$ cat src/rtl/spi_rd_pkg.sv
package spi_rd_pkg;

   localparam logic [7:0] CMD_WAKE = 8'hAB;
   localparam logic [7:0] CMD_READ = 8'h0B;
   localparam int         ADDR_W   = 24;

   typedef enum logic [2:0] {
      ST_IDLE,
      ST_WAKE,
      ST_GAP,
      ST_HDR,
      ST_DATA,
      ST_HOLD,
      ST_TAIL
   } rd_state_t;

endpackage

$ cat src/rtl/spi_byte_engine.sv
module spi_byte_engine #(
   parameter int CLK_DIV = 4
) (
   input  logic       clk,
   input  logic       rst_n,
   input  logic       go,
   input  logic [7:0] tx,
   input  logic       miso,
   output logic       sck,
   output logic       mosi,
   output logic       done,
   output logic [7:0] rx
);

   localparam int HALF = CLK_DIV / 2;
   localparam int PH_W = (CLK_DIV > 2) ? $clog2(CLK_DIV) : 1;

   logic            active;
   logic [PH_W-1:0] ph;
   logic [2:0]      bitn;
   logic [7:0]      txsh;
   logic [7:0]      rxsh;
   logic            sck_q;
   logic            done_q;

   always_ff @(posedge clk or negedge rst_n) begin
      if (!rst_n) begin
         active <= 1'b0;
         ph     <= '0;
         bitn   <= '0;
         txsh   <= '0;
         rxsh   <= '0;
         sck_q  <= 1'b0;
         done_q <= 1'b0;
      end else begin
         done_q <= 1'b0;
         if (!active) begin
            if (go) begin
               active <= 1'b1;
               ph     <= '0;
               bitn   <= '0;
               txsh   <= tx;
            end
         end else begin
            if (ph == PH_W'(HALF - 1)) begin
               sck_q <= 1'b1;
               rxsh  <= {rxsh[6:0], miso};
            end
            if (ph == PH_W'(CLK_DIV - 1)) begin
               sck_q <= 1'b0;
               ph    <= '0;
               if (bitn == 3'd7) begin
                  active <= 1'b0;
                  done_q <= 1'b1;
               end else begin
                  bitn <= bitn + 3'd1;
                  txsh <= {txsh[6:0], 1'b0};
               end
            end else begin
               ph <= ph + PH_W'(1);
            end
         end
      end
   end

   assign sck  = sck_q;
   assign mosi = txsh[7];
   assign done = done_q;
   assign rx   = rxsh;

endmodule

$ cat src/rtl/spi_gap_timer.sv
module spi_gap_timer #(
   parameter int W = 8
) (
   input  logic         clk,
   input  logic         rst_n,
   input  logic         load,
   input  logic [W-1:0] val,
   output logic         expired
);

   logic [W-1:0] cnt;

   always_ff @(posedge clk or negedge rst_n) begin
      if (!rst_n)
         cnt <= '0;
      else if (load)
         cnt <= val;
      else if (cnt != '0)
         cnt <= cnt - W'(1);
   end

   assign expired = (cnt == '0);

endmodule

$ cat src/rtl/spi_flash_reader.sv
module spi_flash_reader
   import spi_rd_pkg::*;
#(
   parameter int CLK_DIV         = 4,
   parameter int WAKE_GAP_CYCLES = 300,
   parameter bit ALWAYS_WAKE     = 1'b0,
   parameter int LEN_W           = 16,
   parameter int MEM_BYTES       = 2097152
) (
   input  logic              clk,
   input  logic              rst_n,
   input  logic              start,
   input  logic [23:0]       start_addr,
   input  logic [LEN_W-1:0]  byte_count,
   output logic [7:0]        rd_data,
   output logic              rd_valid,
   input  logic              rd_ready,
   output logic              busy,
   output logic              done,
   output logic              err,
   output logic              spi_cs_n,
   output logic              spi_sck,
   output logic              spi_mosi,
   input  logic              spi_miso
);

   localparam int SUM_W   = ADDR_W + 1;
   localparam int TIM_MAX = (WAKE_GAP_CYCLES > CLK_DIV) ? WAKE_GAP_CYCLES : CLK_DIV;
   localparam int TIM_W   = $clog2(TIM_MAX + 1);

   if (CLK_DIV < 2 || (CLK_DIV % 2) != 0) begin : g_bad_div
      $error("CLK_DIV must be even and at least 2");
   end
   if (WAKE_GAP_CYCLES < CLK_DIV) begin : g_bad_gap
      $error("WAKE_GAP_CYCLES must be at least CLK_DIV");
   end
   if (LEN_W < 1 || LEN_W >= ADDR_W) begin : g_bad_len
      $error("LEN_W must lie between 1 and 23");
   end
   if (MEM_BYTES < 1 || MEM_BYTES > (1 << ADDR_W)) begin : g_bad_mem
      $error("MEM_BYTES must fit the 24-bit address space");
   end

   rd_state_t         state;
   logic [2:0]        idx;
   logic [LEN_W-1:0]  remain;
   logic [23:0]       addr_q;
   logic              woken;
   logic              need_wake;
   logic              out_of_range;

   logic              eng_go;
   logic [7:0]        eng_tx;
   logic              eng_done;
   logic [7:0]        eng_rx;

   logic              tim_load;
   logic [TIM_W-1:0]  tim_val;
   logic              tim_exp;

   logic              hs;

   if (ALWAYS_WAKE) begin : g_wake_always
      assign need_wake = 1'b1;
   end else begin : g_wake_once
      assign need_wake = !woken;
   end

   assign out_of_range = ({1'b0, start_addr} + SUM_W'(byte_count)) > SUM_W'(MEM_BYTES);
   assign hs           = rd_valid && rd_ready;

   function automatic logic [7:0] hdr_byte(input logic [2:0] i, input logic [23:0] a);
      case (i)
         3'd0:    return CMD_READ;
         3'd1:    return a[23:16];
         3'd2:    return a[15:8];
         3'd3:    return a[7:0];
         default: return 8'h00;
      endcase
   endfunction

   always_comb begin
      eng_go = 1'b0;
      eng_tx = 8'h00;
      case (state)
         ST_IDLE: begin
            if (start && !out_of_range && byte_count != '0) begin
               eng_go = 1'b1;
               eng_tx = need_wake ? CMD_WAKE : CMD_READ;
            end
         end
         ST_GAP: begin
            if (tim_exp) begin
               eng_go = 1'b1;
               eng_tx = CMD_READ;
            end
         end
         ST_HDR: begin
            if (eng_done) begin
               eng_go = 1'b1;
               eng_tx = (idx == 3'd4) ? 8'h00 : hdr_byte(idx + 3'd1, addr_q);
            end
         end
         ST_HOLD: begin
            if (hs && remain != '0) begin
               eng_go = 1'b1;
               eng_tx = 8'h00;
            end
         end
         default: ;
      endcase
   end

   always_comb begin
      tim_load = 1'b0;
      tim_val  = TIM_W'(CLK_DIV);
      if (state == ST_WAKE && eng_done) begin
         tim_load = 1'b1;
         tim_val  = TIM_W'(WAKE_GAP_CYCLES);
      end else if (state == ST_HOLD && hs && remain == '0) begin
         tim_load = 1'b1;
      end
   end

   always_ff @(posedge clk or negedge rst_n) begin
      if (!rst_n) begin
         state    <= ST_IDLE;
         idx      <= '0;
         remain   <= '0;
         addr_q   <= '0;
         woken    <= 1'b0;
         rd_data  <= '0;
         rd_valid <= 1'b0;
         done     <= 1'b0;
         err      <= 1'b0;
         spi_cs_n <= 1'b1;
      end else begin
         done <= 1'b0;
         err  <= 1'b0;
         case (state)
            ST_IDLE: begin
               if (start) begin
                  if (out_of_range) begin
                     err <= 1'b1;
                  end else if (byte_count == '0) begin
                     done <= 1'b1;
                  end else begin
                     spi_cs_n <= 1'b0;
                     remain   <= byte_count;
                     addr_q   <= start_addr;
                     idx      <= '0;
                     state    <= need_wake ? ST_WAKE : ST_HDR;
                  end
               end
            end
            ST_WAKE: begin
               if (eng_done) begin
                  spi_cs_n <= 1'b1;
                  state    <= ST_GAP;
               end
            end
            ST_GAP: begin
               if (tim_exp) begin
                  spi_cs_n <= 1'b0;
                  woken    <= 1'b1;
                  idx      <= '0;
                  state    <= ST_HDR;
               end
            end
            ST_HDR: begin
               if (eng_done) begin
                  if (idx == 3'd4)
                     state <= ST_DATA;
                  else
                     idx <= idx + 3'd1;
               end
            end
            ST_DATA: begin
               if (eng_done) begin
                  rd_data  <= eng_rx;
                  rd_valid <= 1'b1;
                  remain   <= remain - LEN_W'(1);
                  state    <= ST_HOLD;
               end
            end
            ST_HOLD: begin
               if (hs) begin
                  rd_valid <= 1'b0;
                  if (remain == '0) begin
                     done     <= 1'b1;
                     spi_cs_n <= 1'b1;
                     state    <= ST_TAIL;
                  end else begin
                     state <= ST_DATA;
                  end
               end
            end
            ST_TAIL: begin
               if (tim_exp)
                  state <= ST_IDLE;
            end
            default: state <= ST_IDLE;
         endcase
      end
   end

   assign busy = (state != ST_IDLE);

   spi_byte_engine #(.CLK_DIV(CLK_DIV)) u_engine (
      .clk   (clk),
      .rst_n (rst_n),
      .go    (eng_go),
      .tx    (eng_tx),
      .miso  (spi_miso),
      .sck   (spi_sck),
      .mosi  (spi_mosi),
      .done  (eng_done),
      .rx    (eng_rx)
   );

   spi_gap_timer #(.W(TIM_W)) u_gap (
      .clk     (clk),
      .rst_n   (rst_n),
      .load    (tim_load),
      .val     (tim_val),
      .expired (tim_exp)
   );

endmodule

$ cat config.mk
export PLATFORM = sky130hd
export DESIGN_NAME = spi_flash_reader
export DESIGN_NICKNAME = d
export VERILOG_FILES = /design/src/rtl/spi_rd_pkg.sv /design/src/rtl/spi_byte_engine.sv /design/src/rtl/spi_gap_timer.sv /design/src/rtl/spi_flash_reader.sv
export SDC_FILE = /design/constraint.sdc
export NUM_CORES = 1
export LEC_CHECK = 0
export BUFFER_PORTS_ARGS = -buffer_cell sky130_fd_sc_hd__buf_2
export CAP_MARGIN = 20
export CORE_ASPECT_RATIO = 1.75
export CORE_MARGIN = 2
export CORE_UTILIZATION = 40
export CTS_CLUSTER_DIAMETER = 200
export DETAILED_ROUTE_END_ITERATION = 10
export PLACE_DENSITY = 0.59
export SYNTH_ARGS = -nofsm -noshare
export SYNTH_HDL_FRONTEND = slang
export SYNTH_HIERARCHICAL = 1
export SYNTH_SLANG_ARGS = --single-unit
export TNS_END_PERCENT = 10
$ cat constraint.sdc
create_clock -name clk -period 4.4 [get_ports clk]
set_input_delay 0.44 -clock clk [delete_from_list [all_inputs] [get_ports clk]]
set_output_delay 0.44 -clock clk [all_outputs]
set_load 0.01 [all_outputs]
==> run_results.csv <==
group,metric,value,unit
power,p_sw,1580,uW
route,drt-total-wl,17.5,mm
sta,hold_violations,0,
synth,synth-seq-area-share,36.1,%
setup_path,start_kind,"primary input",
layout,nNetsFinal,798,
sta,fmax,241,MHz
power,netSwitchingFraction,39.3,%
layout,drive_gt1_share,23.3,%
placed_design,placed_area,6910,sq um
sta,setup_viol,0,
synth,synthArstFlopShare,100,%
layout,design_area,7250,sq um
clocking,clockRootBuffer,"clkbuf_16",
placed_design,port_buffers,59,
clocking,worstSkewPairLatency,0.35,ns
placed_design,gp_congestion,0.897,
floorplanning,start_util,40.6,%
setup_path,critical_path_required,4.65,ns
sta,finalCriticalPeriod,4.15,ns
sta,worst_pin_slew,1.01,ns
clocking,cts_setup_buffers,0,
route,drc,0,
sta,hold_ws,0.158,ns
layout,final_cell_mix,"91 x dfrtp_1, 58 x buf_2, 50 x nor2_1",
grt,grt_max_degree,61,
grt,antenna_found_initial,0,
synth,avgSynthCellArea,9.66,sq um
clocking,cts_max_path_buffers,2,
clocking,h-tree-depth,3,
layout,fill_cells,1575,
outcome,status,"finished clean",
sta,fin_skew,0.0148,ns
setup_path,critical_path_class,"in2reg",
power,leakage,0.00329,uW
sta,rsz0062_at_grt,"false",
synth,synth_cell_type_count,83,
grt,grt_overflow_total,0,
route,routed_via_density,5.98,
synth,synth_flop_cell,"dfrtp_1",
clocking,clk_pin_slew,0.07,ns
power,power_frac_clock,19.5,%
placed_design,dp_hpwl,13.5,mm
sta,max_slew_margin,32.2,%
floorplanning,core.rowCount,61,
power,internal-power,2430,uW
sta,slew_violations,0,
route,drt_iter0_markers,217,
floorplanning,die_x,99.5,um
layout,n_antenna_cell,0,
floorplanning,die_area,17000,sq um
route,post_drt_wl_per_cell,19.0,um
power,vdd_ir_drop_max,0.000261,V
setup_path,critPathMaxFanout,6,
floorplanning,io_pins,60,
sta,fin_crit_sh,94.3,%
power,p_per_area,553,nW/um^2
floorplanning,die_h,171,um
hold_path,hp-class,"in2async",
clocking,cts_made_buffers,9,
layout,final_common_cell,"dfrtp_1",
job,max_cap_viol_count,0,
power,power_frac_comb,41.4,%
power,seqPwrFrac,39.1,%
clocking,cts_tree,"yes",
clocking,cts.sinks,92,
synth,syn_inst,661,
grt,first_global_vias,5633,
synth,synth-seq-cells,92,
grt,grt_pass1_wl,28.4,mm
layout,syn2layout_area_growth,13.5,%
synth,synth-edff-count,0,
synth,yosys_warnings,6,
setup_path,worstPathArrival,4.40,ns
route,drtPass1Iterations,5,
setup_path,endpoint_kind,"flip-flop",
floorplanning,coreArea,15700,sq um
synth,synth_area,6380,sq um
route,ant_nets,0,
grt,track_usage,21.1,%
route,vias,5488,
## what timing repair did
item,4_1_cts,5_1_grt
endpoints found under the setup margin,0,11
gates resized for setup,0,3
hold buffers,0,0
## state kept, by name, indices dropped and copies added (netlist names), 2 cells and up
| name | count |
|---|---|
| addr_q | 24 |
| idx | 3 |
| rd_data | 8 |
| remain | 16 |
| state | 3 |
| u_engine/bitn | 3 |
| u_engine/ph | 2 |
| u_engine/rx | 8 |
| u_engine/txsh | 8 |
| u_gap/cnt | 9 |
## area by class of cell
type                       count  area [sq um]  share of cell area, %
inverter                      31           116                   1.61
clock buffer                   9           225                   3.11
timing repair buffer          87           512                   7.06
multi-input combinational    503          3780                   52.1
clock inverter                 7          76.3                   1.05
tap                          189           236                   3.26
sequential                    92          2300                   31.8
## power by group through the flow
stage	logic, uW	registers, uW	clock network [uW]
floorplan	1350	1420	0
global route	1840	1620	828
global placement	1590	1560	0
CTS	1650	1560	800
detailed placement	1650	1580	0
finish	1660	1570	782
## per-layer routing
layer / routed length (um) / global-route usage [%] / vias up
li1: - / - / 2622
met1: 6520 / 22.8 / 2651
met2: 9240 / 37.9 / 162
met3: 707 / 3.02 / 53
met4: 1000 / 13.3 / 0
met5: 0 / 0 / -
## cell usage after synthesis (6+ instances only)
library cell / number / share of area [%]
o22a_1: 7 / 0.96
nor4_1: 14 / 1.4
a311oi_2: 7 / 1.6
mux2_2: 19 / 3.4
a31oi_1: 9 / 0.88
ha_1: 28 / 5.5
xnor2_1: 8 / 1.1
mux2_4: 21 / 4.9
o21ai_0: 30 / 2.4
buf_2: 8 / 0.63
nand3_1: 7 / 0.55
inv_1: 30 / 1.8
and4bb_1: 7 / 1.4
nor2_1: 50 / 2.9
a21o_1: 11 / 1.3
a21oi_1: 41 / 3.2
nor3_1: 21 / 1.6
buf_6: 6 / 1.1
nor3b_1: 14 / 1.6
nand4_1: 7 / 0.69
o211ai_1: 10 / 1.2
o2bb2ai_1: 8 / 1.1
a211oi_1: 9 / 1.1
nand2_1: 43 / 2.5
dfrtp_1: 91 / 36
or4_1: 7 / 0.82
o31ai_1: 6 / 0.71
clkbuf_1: 20 / 1.2
## worst paths after layout
path                                              from                           end  slack (ns)  cells past startpoint
max in group asynchronous                        rst_n      u_gap/cnt[4]$_DFFE_PN0P_        3.29                      2
worst max-delay path                     start_addr[0]  u_engine/txsh[3]$_DFFE_PN0P_        0.25                     16
min in group clk                              spi_miso    u_engine/rx[0]$_DFFE_PN0P_        0.33                      2
worst max register to register   remain[0]$_DFFE_PN0P_      u_gap/cnt[7]$_DFFE_PN0P_        0.54                     14
worst min-delay path                             rst_n        addr_q[15]$_DFFE_PN0P_        0.16                      1
worst min register to register  remain[14]$_DFFE_PN0P_        remain[14]$_DFFE_PN0P_        0.49                      1
## logic make-up after synthesis
kind of cell / after synthesis / synth area share, %
XOR/XNOR: 11 / 1.51
adder cells (fa/ha/maj): 29 / 5.80
AO/OA/AOI/OAI: 201 / 23.6
buffers and inverters: 70 / 5.51
AND/OR/NAND/NOR: 213 / 18.7
other: 2 / 0.118
multiplexers: 43 / 8.76
flip-flops: 92 / 36.1
## critical path, stage by stage
cell and delay (ns):
buf_2 0.11, ha_1 0.22, fa_1 0.43, a211oi_4 0.29, o21ai_2 0.13, a311oi_4 0.38
nor2_1 0.09, a211o_1 0.27, or4_1 0.52, nor4_4 0.18, a21o_1 0.16, or3b_1 0.50
buf_4 0.21, o211ai_1 0.09, nor3b_1 0.09, a311oi_2 0.29
## through the flow
stage / util (%) / cells / TNS [ns] / total power (uW) / setup WS [ns]
after floorplan: - / 665 / 0 / 2770 / 0.0580
after global placement: 44.0 / 901 / 0 / 3160 / 0.00457
after detailed placement: 44.0 / 901 / -1.20 / 3220 / -0.0864
after CTS: 45.9 / 917 / 0 / 4020 / 0.250
after global routing: 46.1 / 918 / 0 / 4290 / 0.00535
final: 46.1 / 918 / 0 / 4010 / 0.251
(Power assumes the default switching activity.)
